$ cat config.mk
export PLATFORM = sky130hd
export DESIGN_NAME = stsreg_filter_top
export DESIGN_NICKNAME = d
export VERILOG_FILES = /design/src/rtl/stsreg_pkg.sv /design/src/rtl/stsreg_cfg.sv /design/src/rtl/stsreg_edge.sv /design/src/rtl/stsreg_event.sv /design/src/rtl/stsreg_filter_top.sv
export SDC_FILE = /design/constraint.sdc
export NUM_CORES = 1
export LEC_CHECK = 0
export BUFFER_PORTS_ARGS = -buffer_cell sky130_fd_sc_hd__buf_2
export CAP_MARGIN = 40
export CORE_MARGIN = 10
export CORE_UTILIZATION = 51
export CTS_CLUSTER_DIAMETER = 150
export CTS_CLUSTER_SIZE = 30
export DETAILED_ROUTE_END_ITERATION = 10
export GPL_TIMING_DRIVEN = 0
export PLACE_DENSITY_LB_ADDON = 0.05
export SLEW_MARGIN = 10
export SYNTH_ARGS = -nofsm -noshare
export SYNTH_HDL_FRONTEND = slang
export SYNTH_SLANG_ARGS = --single-unit
$ cat constraint.sdc
create_clock -name clk -period 1.05 [get_ports clk]
set_clock_uncertainty 0.2 [all_clocks]
set_input_delay 0 -clock clk [delete_from_list [all_inputs] [get_ports clk]]
set_output_delay 0 -clock clk [all_outputs]
set_load 0.005 [all_outputs]
$ cat src/rtl/stsreg_pkg.sv
package stsreg_pkg;

    typedef enum logic [1:0] {
        ADDR_POS = 2'd0,
        ADDR_NEG = 2'd1,
        ADDR_ENA = 2'd2,
        ADDR_EVT = 2'd3
    } reg_addr_e;

endpackage

$ cat src/rtl/stsreg_cfg.sv
module stsreg_cfg
    import stsreg_pkg::*;
#(
    parameter int W = 16
) (
    input  logic         clk,
    input  logic         rst,
    input  logic         wr_en_i,
    input  logic [1:0]   wr_addr_i,
    input  logic [W-1:0] wr_data_i,
    output logic [W-1:0] pos_o,
    output logic [W-1:0] neg_o,
    output logic [W-1:0] ena_o
);

    // Filter writes are limited to W-1 bits; the top bit stays clear.
    localparam logic [W-1:0] FILT_WR_MASK = {1'b0, {(W-1){1'b1}}};

    typedef struct packed {
        logic [W-1:0] pos;
        logic [W-1:0] neg;
        logic [W-1:0] ena;
    } cfg_t;

    cfg_t cfg_d, cfg_q;

    always_comb begin
        cfg_d = cfg_q;
        if (wr_en_i) begin
            case (wr_addr_i)
                ADDR_POS: cfg_d.pos = wr_data_i & FILT_WR_MASK;
                ADDR_NEG: cfg_d.neg = wr_data_i & FILT_WR_MASK;
                ADDR_ENA: cfg_d.ena = wr_data_i;
                default:  cfg_d = cfg_q;
            endcase
        end
    end

    always_ff @(posedge clk) begin
        if (rst) cfg_q <= '0;
        else     cfg_q <= cfg_d;
    end

    assign pos_o = cfg_q.pos;
    assign neg_o = cfg_q.neg;
    assign ena_o = cfg_q.ena;

endmodule

$ cat src/rtl/stsreg_edge.sv
module stsreg_edge #(
    parameter int W = 16
) (
    input  logic         clk,
    input  logic         rst,
    input  logic [W-1:0] cond_i,
    input  logic [W-1:0] pos_i,
    input  logic [W-1:0] neg_i,
    output logic [W-1:0] set_o
);

    // Each bit keeps two filtered level views: condition-high gated by the
    // rising filter and condition-low gated by the falling filter. A 0-to-1
    // step of either view is an event, whether the condition or the filter
    // moved.
    typedef struct packed {
        logic [W-1:0] cond;
        logic [W-1:0] pv;
        logic [W-1:0] nv;
    } hist_t;

    hist_t st_d, st_q;
    logic [W-1:0] pv_cur;
    logic [W-1:0] nv_cur;

    for (genvar b = 0; b < W; b++) begin : g_bit
        assign pv_cur[b] =  st_q.cond[b] & pos_i[b];
        assign nv_cur[b] = ~st_q.cond[b] & neg_i[b];
        assign set_o[b]  = (pv_cur[b] & ~st_q.pv[b]) | (nv_cur[b] & ~st_q.nv[b]);
    end

    always_comb begin
        st_d      = st_q;
        st_d.cond = cond_i;
        st_d.pv   = pv_cur;
        st_d.nv   = nv_cur;
    end

    always_ff @(posedge clk) begin
        if (rst) st_q <= '0;
        else     st_q <= st_d;
    end

endmodule

$ cat src/rtl/stsreg_event.sv
module stsreg_event #(
    parameter int W = 16
) (
    input  logic         clk,
    input  logic         rst,
    input  logic [W-1:0] set_i,
    input  logic         clr_i,
    input  logic [W-1:0] ena_i,
    output logic [W-1:0] evt_o,
    output logic         sum_o
);

    typedef struct packed {
        logic [W-1:0] evt;
        logic         sum;
    } evt_t;

    evt_t ev_d, ev_q;

    always_comb begin
        ev_d     = ev_q;
        // A clear drops only the bits that were read; new sets survive.
        ev_d.evt = (clr_i ? '0 : ev_q.evt) | set_i;
        ev_d.sum = |(ev_q.evt & ena_i);
    end

    always_ff @(posedge clk) begin
        if (rst) ev_q <= '0;
        else     ev_q <= ev_d;
    end

    assign evt_o = ev_q.evt;
    assign sum_o = ev_q.sum;

endmodule

$ cat src/rtl/stsreg_filter_top.sv
module stsreg_filter_top
    import stsreg_pkg::*;
#(
    parameter int W = 16
) (
    input  logic         clk,
    input  logic         rst,
    input  logic [W-1:0] cond_i,
    input  logic         wr_en_i,
    input  logic [1:0]   wr_addr_i,
    input  logic [W-1:0] wr_data_i,
    input  logic         rd_en_i,
    input  logic [1:0]   rd_addr_i,
    output logic [W-1:0] rd_data_o,
    output logic         summary_o
);

    logic [W-1:0] pos_vec;
    logic [W-1:0] neg_vec;
    logic [W-1:0] ena_vec;
    logic [W-1:0] set_vec;
    logic [W-1:0] evt_vec;
    logic         evt_clr;

    assign evt_clr = rd_en_i && (rd_addr_i == ADDR_EVT);

    stsreg_cfg #(.W(W)) u_cfg (
        .clk       (clk),
        .rst       (rst),
        .wr_en_i   (wr_en_i),
        .wr_addr_i (wr_addr_i),
        .wr_data_i (wr_data_i),
        .pos_o     (pos_vec),
        .neg_o     (neg_vec),
        .ena_o     (ena_vec)
    );

    stsreg_edge #(.W(W)) u_edge (
        .clk    (clk),
        .rst    (rst),
        .cond_i (cond_i),
        .pos_i  (pos_vec),
        .neg_i  (neg_vec),
        .set_o  (set_vec)
    );

    stsreg_event #(.W(W)) u_event (
        .clk   (clk),
        .rst   (rst),
        .set_i (set_vec),
        .clr_i (evt_clr),
        .ena_i (ena_vec),
        .evt_o (evt_vec),
        .sum_o (summary_o)
    );

    always_comb begin
        rd_data_o = '0;
        if (rd_en_i) begin
            case (rd_addr_i)
                ADDR_POS: rd_data_o = pos_vec;
                ADDR_NEG: rd_data_o = neg_vec;
                ADDR_ENA: rd_data_o = ena_vec;
                default:  rd_data_o = evt_vec;
            endcase
        end
    end

endmodule

Word level (Yosys, flattened, before mapping)
Cells that the tools add are included.
W data, S select, Z words.

word-level totals
  bits of input ports = 40
  register bits after elaboration = 108
  output and inout port bits = 17
  logic and storage cells = 145

operators by class
  multiplexer cells = 3
  bitwise logic cells = 122
  eq/ne operators = 5
  reductions and logical operators = 7

operators by type and width
  cell                  count
  $and A1 B1 Y1         60
  $pmux W16 S3          1
  $not A1 Y1            45
  $mux W16              2
  $and A16 B16 Y16      1
  $or A16 B15 Y16       1
  $reduce_or A16 Y1     1
  $or A1 B1 Y1          15
  $eq A2 B2 Y1 const B  3
  $reduce_and A2 Y1     3
  $eq A2 B1 Y1 const B  2
  $logic_not A2 Y1      2
  $logic_and A1 B1 Y1   1

Logic depth before layout (Yosys ltp)
Gate-level depths: netlist of the first run.

  depth in word-level cells = 5
  mapped depth = 5
  depth with buffers taken out = 3

By module
A second synthesis of the first run with hierarchy kept.

unflattened totals
  cells, all modules = 443
  area, all modules = 4488.1 um^2

by module, submodules not included
  module             area each (um^2)  instances  cells each  seq. area each (um^2)
  stsreg_cfg         1888.1            1          173         920.9
  stsreg_edge        1485.2            1          149         960.9
  stsreg_event       584.3             1          63          340.3
  stsreg_filter_top  530.5             1          58          0.0

Worst setup path before layout of the first run
No wires, ideal clock.

  path type = reg-to-reg
  start point = reg u_event.ev_q (netlist bit u_event.evt_o[12])
  end point = reg u_event.ev_q (netlist bit u_event.sum_o)
  clock period less this slack = 1.159 ns
  data required time = 0.717 ns
  arrival = 0.826 ns
  slack = -0.109 ns
  library setup time = 0.133 ns
  stages on the path, launching flop included = 4
  path buffers = 0
  cells stage by stage = dfxtp_1 -> a222oi_1 -> and3_1 -> a31oi_1

between the ends
  cells in the longest elaborated chain, start to end = 2

RTL lines
  item                    line                source
  from (decl)             stsreg_event.sv:18  evt_t ev_d, ev_q;
  from (signal assigned)  stsreg_event.sv:29  else ev_q <= ev_d;
  $and A16 B16 Y16        stsreg_event.sv:24  ev_d.sum = |(ev_q.evt & ena_i);
  $reduce_or A16 Y1       stsreg_event.sv:24

Every way passes these cells.
A chain may end at the register's enable or synchronous reset.

Worst setup path after layout of the first run
  start point = reg u_event.ev_q (netlist bit u_event.evt_o[14])
  end point = out rd_data_o[14]

between the ends
  cells in the longest elaborated chain, start to end = 2

RTL lines
  item          line                     source
  $pmux W16 S3  stsreg_filter_top.sv:60  case (rd_addr_i)
  $mux W16      stsreg_filter_top.sv:59  if (rd_en_i) begin
  to (decl)     stsreg_filter_top.sv:14  output logic [W-1:0] rd_data_o,

Every way passes these cells.

==> results.sh, run 1 <==
export IMPL_syn_num_nets=474
export IMPL_rr_worst_depth=5
export IMPL_setup_viol=32
export IMPL_violations="negative hold slack, negative setup slack"
export IMPL_fmax_ghz=0.606
export IMPL_ys_flop_type="dfxtp_1"
export IMPL_dieHeight_um=109
export IMPL_finalMaxSlewViolations=0
export IMPL_place_gp_congestion=0.835
export IMPL_cts_buffers_inserted=9
export IMPL_design_core_area_sq_um=7770
export IMPL_pin_count=57
export IMPL_cts_buffer_depth=2
export IMPL_port_buffers=51
export IMPL_arrival_ns=1.45
export IMPL_crit_required_ns=0.85
export IMPL_start_util_pct=52.5
export IMPL_avgSynthCellArea_sq_um=9.40
export IMPL_htreeDepth=3
export IMPL_syn2layout_area_growth_pct=39.0
export IMPL_max_cap_violations=0
export IMPL_ant_nets=0
export IMPL_synthArstFlopShare_pct=0
export IMPL_postCtsHoldBufs=31
export IMPL_final_area_sq_um=5670
export IMPL_insertion_delay_ns=0.37
export IMPL_reg2reg_to="u_event.sum_o$_SDFF_PP0_"
export IMPL_syn_inst=434
export IMPL_viasPerCell=5.39
export IMPL_max_slew_margin_pct=56.6
export IMPL_fin_nets=619
export IMPL_end_kind="output port"
export IMPL_placed_cells=587
export IMPL_pwr_share_clk_pct=33.5
export IMPL_hold_start="wr_addr_i[1]"
export IMPL_grt_pass1_wl_mm=18.4
export IMPL_grt_antenna_before_repair=0
export IMPL_firstDrtPassIters=5
export IMPL_grt_max_degree=17
export IMPL_grt_util_all_layers_pct=19.9
export IMPL_r2r_slack_ns=-0.50
export IMPL_start_kind="flop"
export IMPL_r2r_start="u_event.evt_o[12]$_SDFF_PP0_"
export IMPL_final_layout_size_suffix_gt1_share_pct=43.0
export IMPL_leakagePower_nw=2.31
export IMPL_ys_ff_latch=107
export IMPL_stdcell_count=686
export IMPL_synth_area_leaders="dfxtp_1 (52%), nand2_1 (11%), a21oi_1 (6.7%), mux4_1 (5.2%), mux4_2 (3.9%)"
export IMPL_ys_warn_count=0
export IMPL_drt_iter0_markers=253
export IMPL_switching_share_pct=24.0
export IMPL_placementRows=32
export IMPL_worstMarginPinSlew_ns=0.648
export IMPL_antennaDiodeCount=0
export IMPL_crit_slowest_cell="mux4_2"
export IMPL_fillCellCount=611
export IMPL_hold_depth=4
export IMPL_wl_per_cell_um=17.5
export IMPL_hpwl_mm=7.44
export IMPL_drc_errors=0
export IMPL_die_w_um=109
export IMPL_via_count=3695
export IMPL_first_global_vias=3593
export IMPL_cts_tree="done"
export IMPL_rsz0062_at_grt="true"
export IMPL_post_route_period_util_pct=157
export IMPL_worstPathMaxFanout=2
export IMPL_yosysUniqueCellTypes=31
export IMPL_fin_ws_ns=-0.601
export IMPL_powerDensity_nw_per_um2=1360
export IMPL_ys_seq_area_share_pct=52.5
export IMPL_p_sw_mw=1.86
export IMPL_ir_drop_mv=0.730
export IMPL_synth_top_area_share_pct=52.5
export IMPL_syn_area_sq_um=4080
export IMPL_synth_edf_count=0
export IMPL_intPower_mw=5.88
export IMPL_pwr_share_comb_pct=11.2
export IMPL_synth_top_cell_by_area="dfxtp_1"
export IMPL_clk_pin_slew_ns=0.09
export IMPL_crit_type="reg -> out"
export IMPL_root_buffer="clkbuf_8"
export IMPL_dieArea_sq_um=12000
export IMPL_slowest_delay_ns=0.47
export IMPL_placed_cell_area_sq_um=4480
export IMPL_worstHoldEndpoint="u_cfg.pos_o[4]$_SDFFE_PP0P_"
export IMPL_cts_sinks=107
export IMPL_p_seq_share_pct=55.3
export IMPL_routed_wl_mm=12.0
export IMPL_hp_class="in -> reg"
export IMPL_finalCriticalPeriod_ns=1.65
export IMPL_cp_top_family="multiplexers"
export IMPL_status="complete, but fails checks"
export IMPL_timing_hold_ws_ns=-0.200
export IMPL_hold_viol_final=11
export IMPL_power_mw=7.73
export IMPL_cp_num_buf_inv=1
export IMPL_globalRoute_totalOverflow=0
export IMPL_path_cells="mux4_2 -> and2_4 -> buf_6"
## area by class of cell
cell class                 count  area, sq um  area share [%]
buffer                        27          170            3.00
clock buffer                  12          155            2.74
clock inverter                 4         48.8           0.860
inverter                      15         56.3           0.993
multi-input combinational    285         1820            32.1
sequential                   107         2220            39.1
tap                          102          128            2.25
timing repair buffer         134         1070            18.9
## per-layer routing
layer | up-vias | track usage (%) | share of wire, %
li1 | 1768 | - | -
met3 | 26 | 4.97 | 6.7
met4 | 0 | 5.48 | 1.8
met2 | 127 | 33.5 | 49
met5 | - | 0 | 0
met1 | 1774 | 24.7 | 42
## state kept, by name, indices dropped and copies added (netlist names)
register       flops
u_edge.st_q       45
u_cfg.pos_o       15
u_cfg.neg_o       15
u_event.sum_o      1
u_cfg.ena_o       16
u_event.evt_o     15
## cell usage in the layout, fill, tap and decap left out, types with 3 or more instances in the layout
master / synthesis / routed
nand2_1: 116 / 114
nor3_1: 15 / 13
clkbuf_8: 0 / 11
nor3b_4: 0 / 4
nor2_1: 15 / 15
buf_6: 1 / 26
dfxtp_2: 0 / 60
inv_1: 15 / 6
a221o_1: 6 / 6
buf_4: 0 / 37
a21oi_1: 55 / 52
inv_2: 0 / 9
clkbuf_2: 1 / 7
o32a_1: 9 / 9
dlygate4sd3_1: 0 / 31
buf_2: 12 / 57
and2_1: 15 / 5
a21oi_2: 0 / 3
nor2b_1: 15 / 15
and2_4: 0 / 10
mux4_2: 7 / 15
dfxtp_1: 107 / 47
## what timing repair did
action                     CTS  global route
pin swaps                   15            13
hold endpoints to repair    70            11
setup buffers               36            18
setup endpoints to repair   82            53
gates resized for setup     82            39
## power by group through the flow
| stage | clock network, mW | logic [mW] | registers, mW |
|---|---|---|---|
| 2_1_floorplan | 0 | 0.366 | 4.34 |
| 3_3_place_gp | 0 | 0.582 | 4.37 |
| 3_5_place_dp | 0 | 0.593 | 4.37 |
| 4_1_cts | 2.60 | 0.799 | 4.27 |
| 5_1_grt | 2.75 | 0.934 | 4.29 |
| 6_report | 2.59 | 0.866 | 4.28 |
## worst min-delay path: stages
cell and delay [ns]:
buf_2 0.14, nor3b_4 0.08, nand2_1 0.07, a21oi_1 0.05
## synthesized netlist by cell type, drive strengths merged (2+ instances only)
cell type and count:
nand3b 2, clkbuf 8, mux4 15, dfxtp 107
inv 15, o32a 9, a221o 6, and2 15
a22o 2, a22oi 2, nor3b 7, a221oi 2
nor2 15, and3b 2, a31oi 2, buf 19
nor2b 15, a21oi 55, nor3 15, nand2 116
## per-stage QoR
step	setup WS (ns)	utilization (%)	TNS [ns]	hold slack, ns
2_1_floorplan	-0.104	-	-0.861	-0.0718
3_3_place_gp	-0.540	57.7	-43.78	0.00717
3_5_place_dp	-0.550	57.7	-45.28	0.0117
4_1_cts	-0.592	69.9	-10.79	-0.237
5_1_grt	-0.634	73.0	-12.22	-0.188
6_report	-0.601	73.0	-11.04	-0.200
## cell families after synthesis
group           Yosys count  share of synthesized area [%]
buf+inv                  42                           4.85
simple gates            191                           21.4
mux                      15                           9.02
flops                   107                           52.5
compound gates           79                           12.2
## worst max path at each step
| stage | from | to | slack (ns) | cells after the start |
|---|---|---|---|---|
| final | u_event.evt_o[14]$_SDFF_PP0_ | rd_data_o[14] | -0.60 | 3 |
| after global routing | u_cfg.pos_o[9]$_SDFFE_PP0P_ | rd_data_o[9] | -0.63 | 3 |
| after CTS | u_event.evt_o[13]$_SDFF_PP0_ | rd_data_o[13] | -0.59 | 3 |
| after detailed placement | rst | u_edge.st_q[28]$_SDFF_PP0_ | -0.55 | 4 |
| after global placement | rst | u_edge.st_q[19]$_SDFF_PP0_ | -0.54 | 4 |
| after floorplan | u_cfg.ena_o[12]$_SDFFE_PP0P_ | u_event.sum_o$_SDFF_PP0_ | -0.10 | 3 |
Note: power is estimated with default switching activity, not from simulation.
==> inputs of run 2 (changes only) <==
Settings changed: ABC_AREA set to 1.
==> run 2 against run 1 <==
  * The run still ends with negative hold slack, negative setup slack left
  * Critical path type unchanged
  * Total power increased by 5.9%
  * Sequential share of layout area down 2.3 points
  * Count of clock-buffer cells in the layout is 3 lower
  * Sequential power grew 3%
  * Highest routed layer unchanged
  * Global-route usage up 1.1 points
  * Core utilization up 1.5 points
  * First-iteration DRC count rose by 46%
  * Non-clock buffer count unchanged
  * Critical path depth grew 2
  * Register-to-register slack improved by 0.34 ns
  * Largest power group unchanged
  * Worst setup slack gained 0.29 ns
==> results.sh, run 2 <==
export IMPL_syn2layout_area_growth_pct=43.0
export IMPL_fin_tns_setup_ns=-4.67
export IMPL_cts_buffers_inserted=9
export IMPL_dieArea_sq_um=12400
export IMPL_grt_pass1_wl_mm=21.3
export IMPL_synth_area_leaders="dfxtp_1 (51%), nand2_1 (13%), nor2_1 (8.9%), inv_1 (7.1%), o21ai_0 (5.4%)"
export IMPL_port_buffers=54
export IMPL_hold_start="wr_addr_i[0]"
export IMPL_synth_top_area_share_pct=50.5
export IMPL_timing_hold_ws_ns=-0.151
export IMPL_firstDrtPassIters=5
export IMPL_grt_util_all_layers_pct=21.0
export IMPL_setup_viol=25
export IMPL_finalMaxSlewViolations=0
export IMPL_yosysMostFrequentCell="nand2_1"
export IMPL_ys_flop_type="dfxtp_1"
export IMPL_placementRows=33
export IMPL_power_mw=8.19
export IMPL_routed_top_layer="met4"
export IMPL_grt_max_degree=20
export IMPL_max_cap_violations=0
export IMPL_syn_num_nets=639
export IMPL_fin_nets=786
export IMPL_ir_drop_mv=1.14
export IMPL_synth_top_cell_by_area="dfxtp_1"
export IMPL_syn_area_sq_um=4240
export IMPL_cts_sinks=107
export IMPL_leakagePower_nw=3.06
export IMPL_synthArstFlopShare_pct=0
export IMPL_synth_edf_count=0
export IMPL_place_gp_congestion=0.889
export IMPL_rsz0062_at_grt="true"
export IMPL_wl_per_cell_um=16.1
export IMPL_status="complete, but fails checks"
export IMPL_top_register="u_edge.st_q"
export IMPL_viasPerCell=5.18
export IMPL_hp_class="in -> reg"
export IMPL_max_slew_margin_pct=54.2
export IMPL_start_kind="flop"
export IMPL_syn_inst=599
export IMPL_ant_nets=0
export IMPL_wl_met3_mm=1.23
export IMPL_antennaDiodeCount=0
export IMPL_htreeDepth=3
export IMPL_wl_met1_mm=5.66
export IMPL_powerDensity_nw_per_um2=1350
export IMPL_first_global_vias=4337
export IMPL_cts_buffer_depth=2
export IMPL_via_count=4435
export IMPL_clk_pin_slew_ns=0.11
export IMPL_fmax_ghz=0.732
export IMPL_finalCriticalPeriod_ns=1.37
export IMPL_routed_wl_mm=13.8
export IMPL_largest_reg_flops=45
export IMPL_startpoint="u_cfg.pos_o[11]$_SDFFE_PP0P_"
export IMPL_post_route_period_util_pct=130
export IMPL_fin_ws_ns=-0.316
export IMPL_cts_tree="done"
export IMPL_globalRoute_totalOverflow=0
export IMPL_pin_count=57
export IMPL_start_util_pct=52.1
export IMPL_yosysUniqueCellTypes=20
export IMPL_crit_required_ns=0.85
export IMPL_insertion_delay_ns=0.38
export IMPL_design_core_area_sq_um=8130
export IMPL_drt_iter0_markers=370
export IMPL_fillCellCount=643
export IMPL_hold_viol_final=14
export IMPL_final_layout_size_suffix_gt1_share_pct=37.7
export IMPL_drc_errors=0
export IMPL_worstMarginPinSlew_ns=0.687
export IMPL_final_cell_mix="nand2_1 (117), nor2_1 (92), inv_1 (78), dfxtp_2 (65), buf_2 (61)"
export IMPL_dieHeight_um=111
export IMPL_crit_type="reg -> out"
export IMPL_root_buffer="clkbuf_8"
export IMPL_worstPathMaxFanout=2
export IMPL_arrival_ns=1.17
export IMPL_r2r_start="u_event.evt_o[14]$_SDFF_PP0_"
export IMPL_routed_wl_met2_mm=6.61
export IMPL_netlist_top_cells_count="nand2_1 (149), dfxtp_1 (107), nor2_1 (101), inv_1 (80), o21ai_0 (46)"
export IMPL_die_w_um=111
export IMPL_hpwl_mm=8.40
export IMPL_ys_seq_area_share_pct=50.5
export IMPL_grt_antenna_before_repair=0
export IMPL_avgSynthCellArea_sq_um=7.07
export IMPL_violations="negative hold slack, negative setup slack"
export IMPL_ys_warn_count=0
export IMPL_end_kind="output port"
export IMPL_ys_ff_latch=107
export IMPL_final_common_cell="nand2_1"
## run 2: cell types whose count changed after synthesis, moves of 15 or more
cell	delta
nand4_1	+15
a21oi_1	-35
nor2b_1	-15
o21ai_0	+46
nand2_1	+33
nand3_1	+17
nor2_1	+86
inv_1	+65
and2_1	-15
## run 2: metrics by stage
step | std cells | util (%) | setup WS, ns | cell area (sq um)
4_1_cts | 842 | 70.0 | -0.282 | 5690
3_5_place_dp | 758 | 57.3 | -0.433 | 4660
3_3_place_gp | 758 | 57.3 | -0.429 | 4660
5_1_grt | 856 | 74.5 | -0.386 | 6060
2_1_floorplan | 599 | - | 0.00565 | 4260
6_report | 856 | 74.5 | -0.316 | 6060
## run 2: path summary, 6_finish.rpt
kind / slack [ns] / to / depth (start not counted)
worst max-delay path: -0.32 / rd_data_o[11] / 5
worst min-delay path: -0.15 / u_cfg.ena_o[15]$_SDFFE_PP0P_ / 4
worst max register to register: -0.16 / u_event.sum_o$_SDFF_PP0_ / 7
worst min register to register: 0.25 / u_edge.st_q[13]$_SDFF_PP0_ / 1
## run 2: kinds of logic after synthesis
family,Yosys count,synth area share [%]
AND/OR/NAND/NOR,320,31.6
buffers and inverters,106,10.0
flip-flops,107,50.5
AO/OA/AOI/OAI,66,7.79
## run 2: timing repair
action,4_1_cts,5_1_grt
gates resized for setup,98,94
pin swaps,28,37
hold endpoints to repair,81,10
hold buffers,32,1
setup endpoints to repair,24,50
setup buffers,36,20
## run 2: layout make-up
| class | instances | area [sq um] | share of cell area (%) |
|---|---|---|---|
| Buffer | 25 | 143 | 2.35 |
| Clock buffer | 9 | 124 | 2.04 |
| Clock inverter | 7 | 81.3 | 1.34 |
| Inverter | 81 | 307 | 5.06 |
| Multi-Input combinational cell | 386 | 1990 | 32.9 |
| Sequential cell | 107 | 2230 | 36.8 |
| Tap cell | 105 | 131 | 2.17 |
| Timing Repair Buffer | 136 | 1050 | 17.4 |
## run 2: metal layers
layer	up-vias	track usage, %
met2	177	35.5
met4	0	5.66
li1	2153	-
met5	-	0
met3	26	7.20
met1	2079	24.8
## run 2: worst max-delay path, stage by stage (launching register included)
cell	delay (ns)
dfxtp_2	0.35
nand2_1	0.06
nand4_1	0.11
nand2_1	0.10
inv_1	0.05
buf_2	0.12
## run 2: report_power, final
| part | switching, mW | internal [mW] | total (mW) |
|---|---|---|---|
| Combinational | 0.619 | 0.519 | 1.14 |
| Clock | 1.50 | 1.15 | 2.65 |
| Sequential | 0.131 | 4.27 | 4.40 |
| Total | 2.25 | 5.93 | 8.19 |
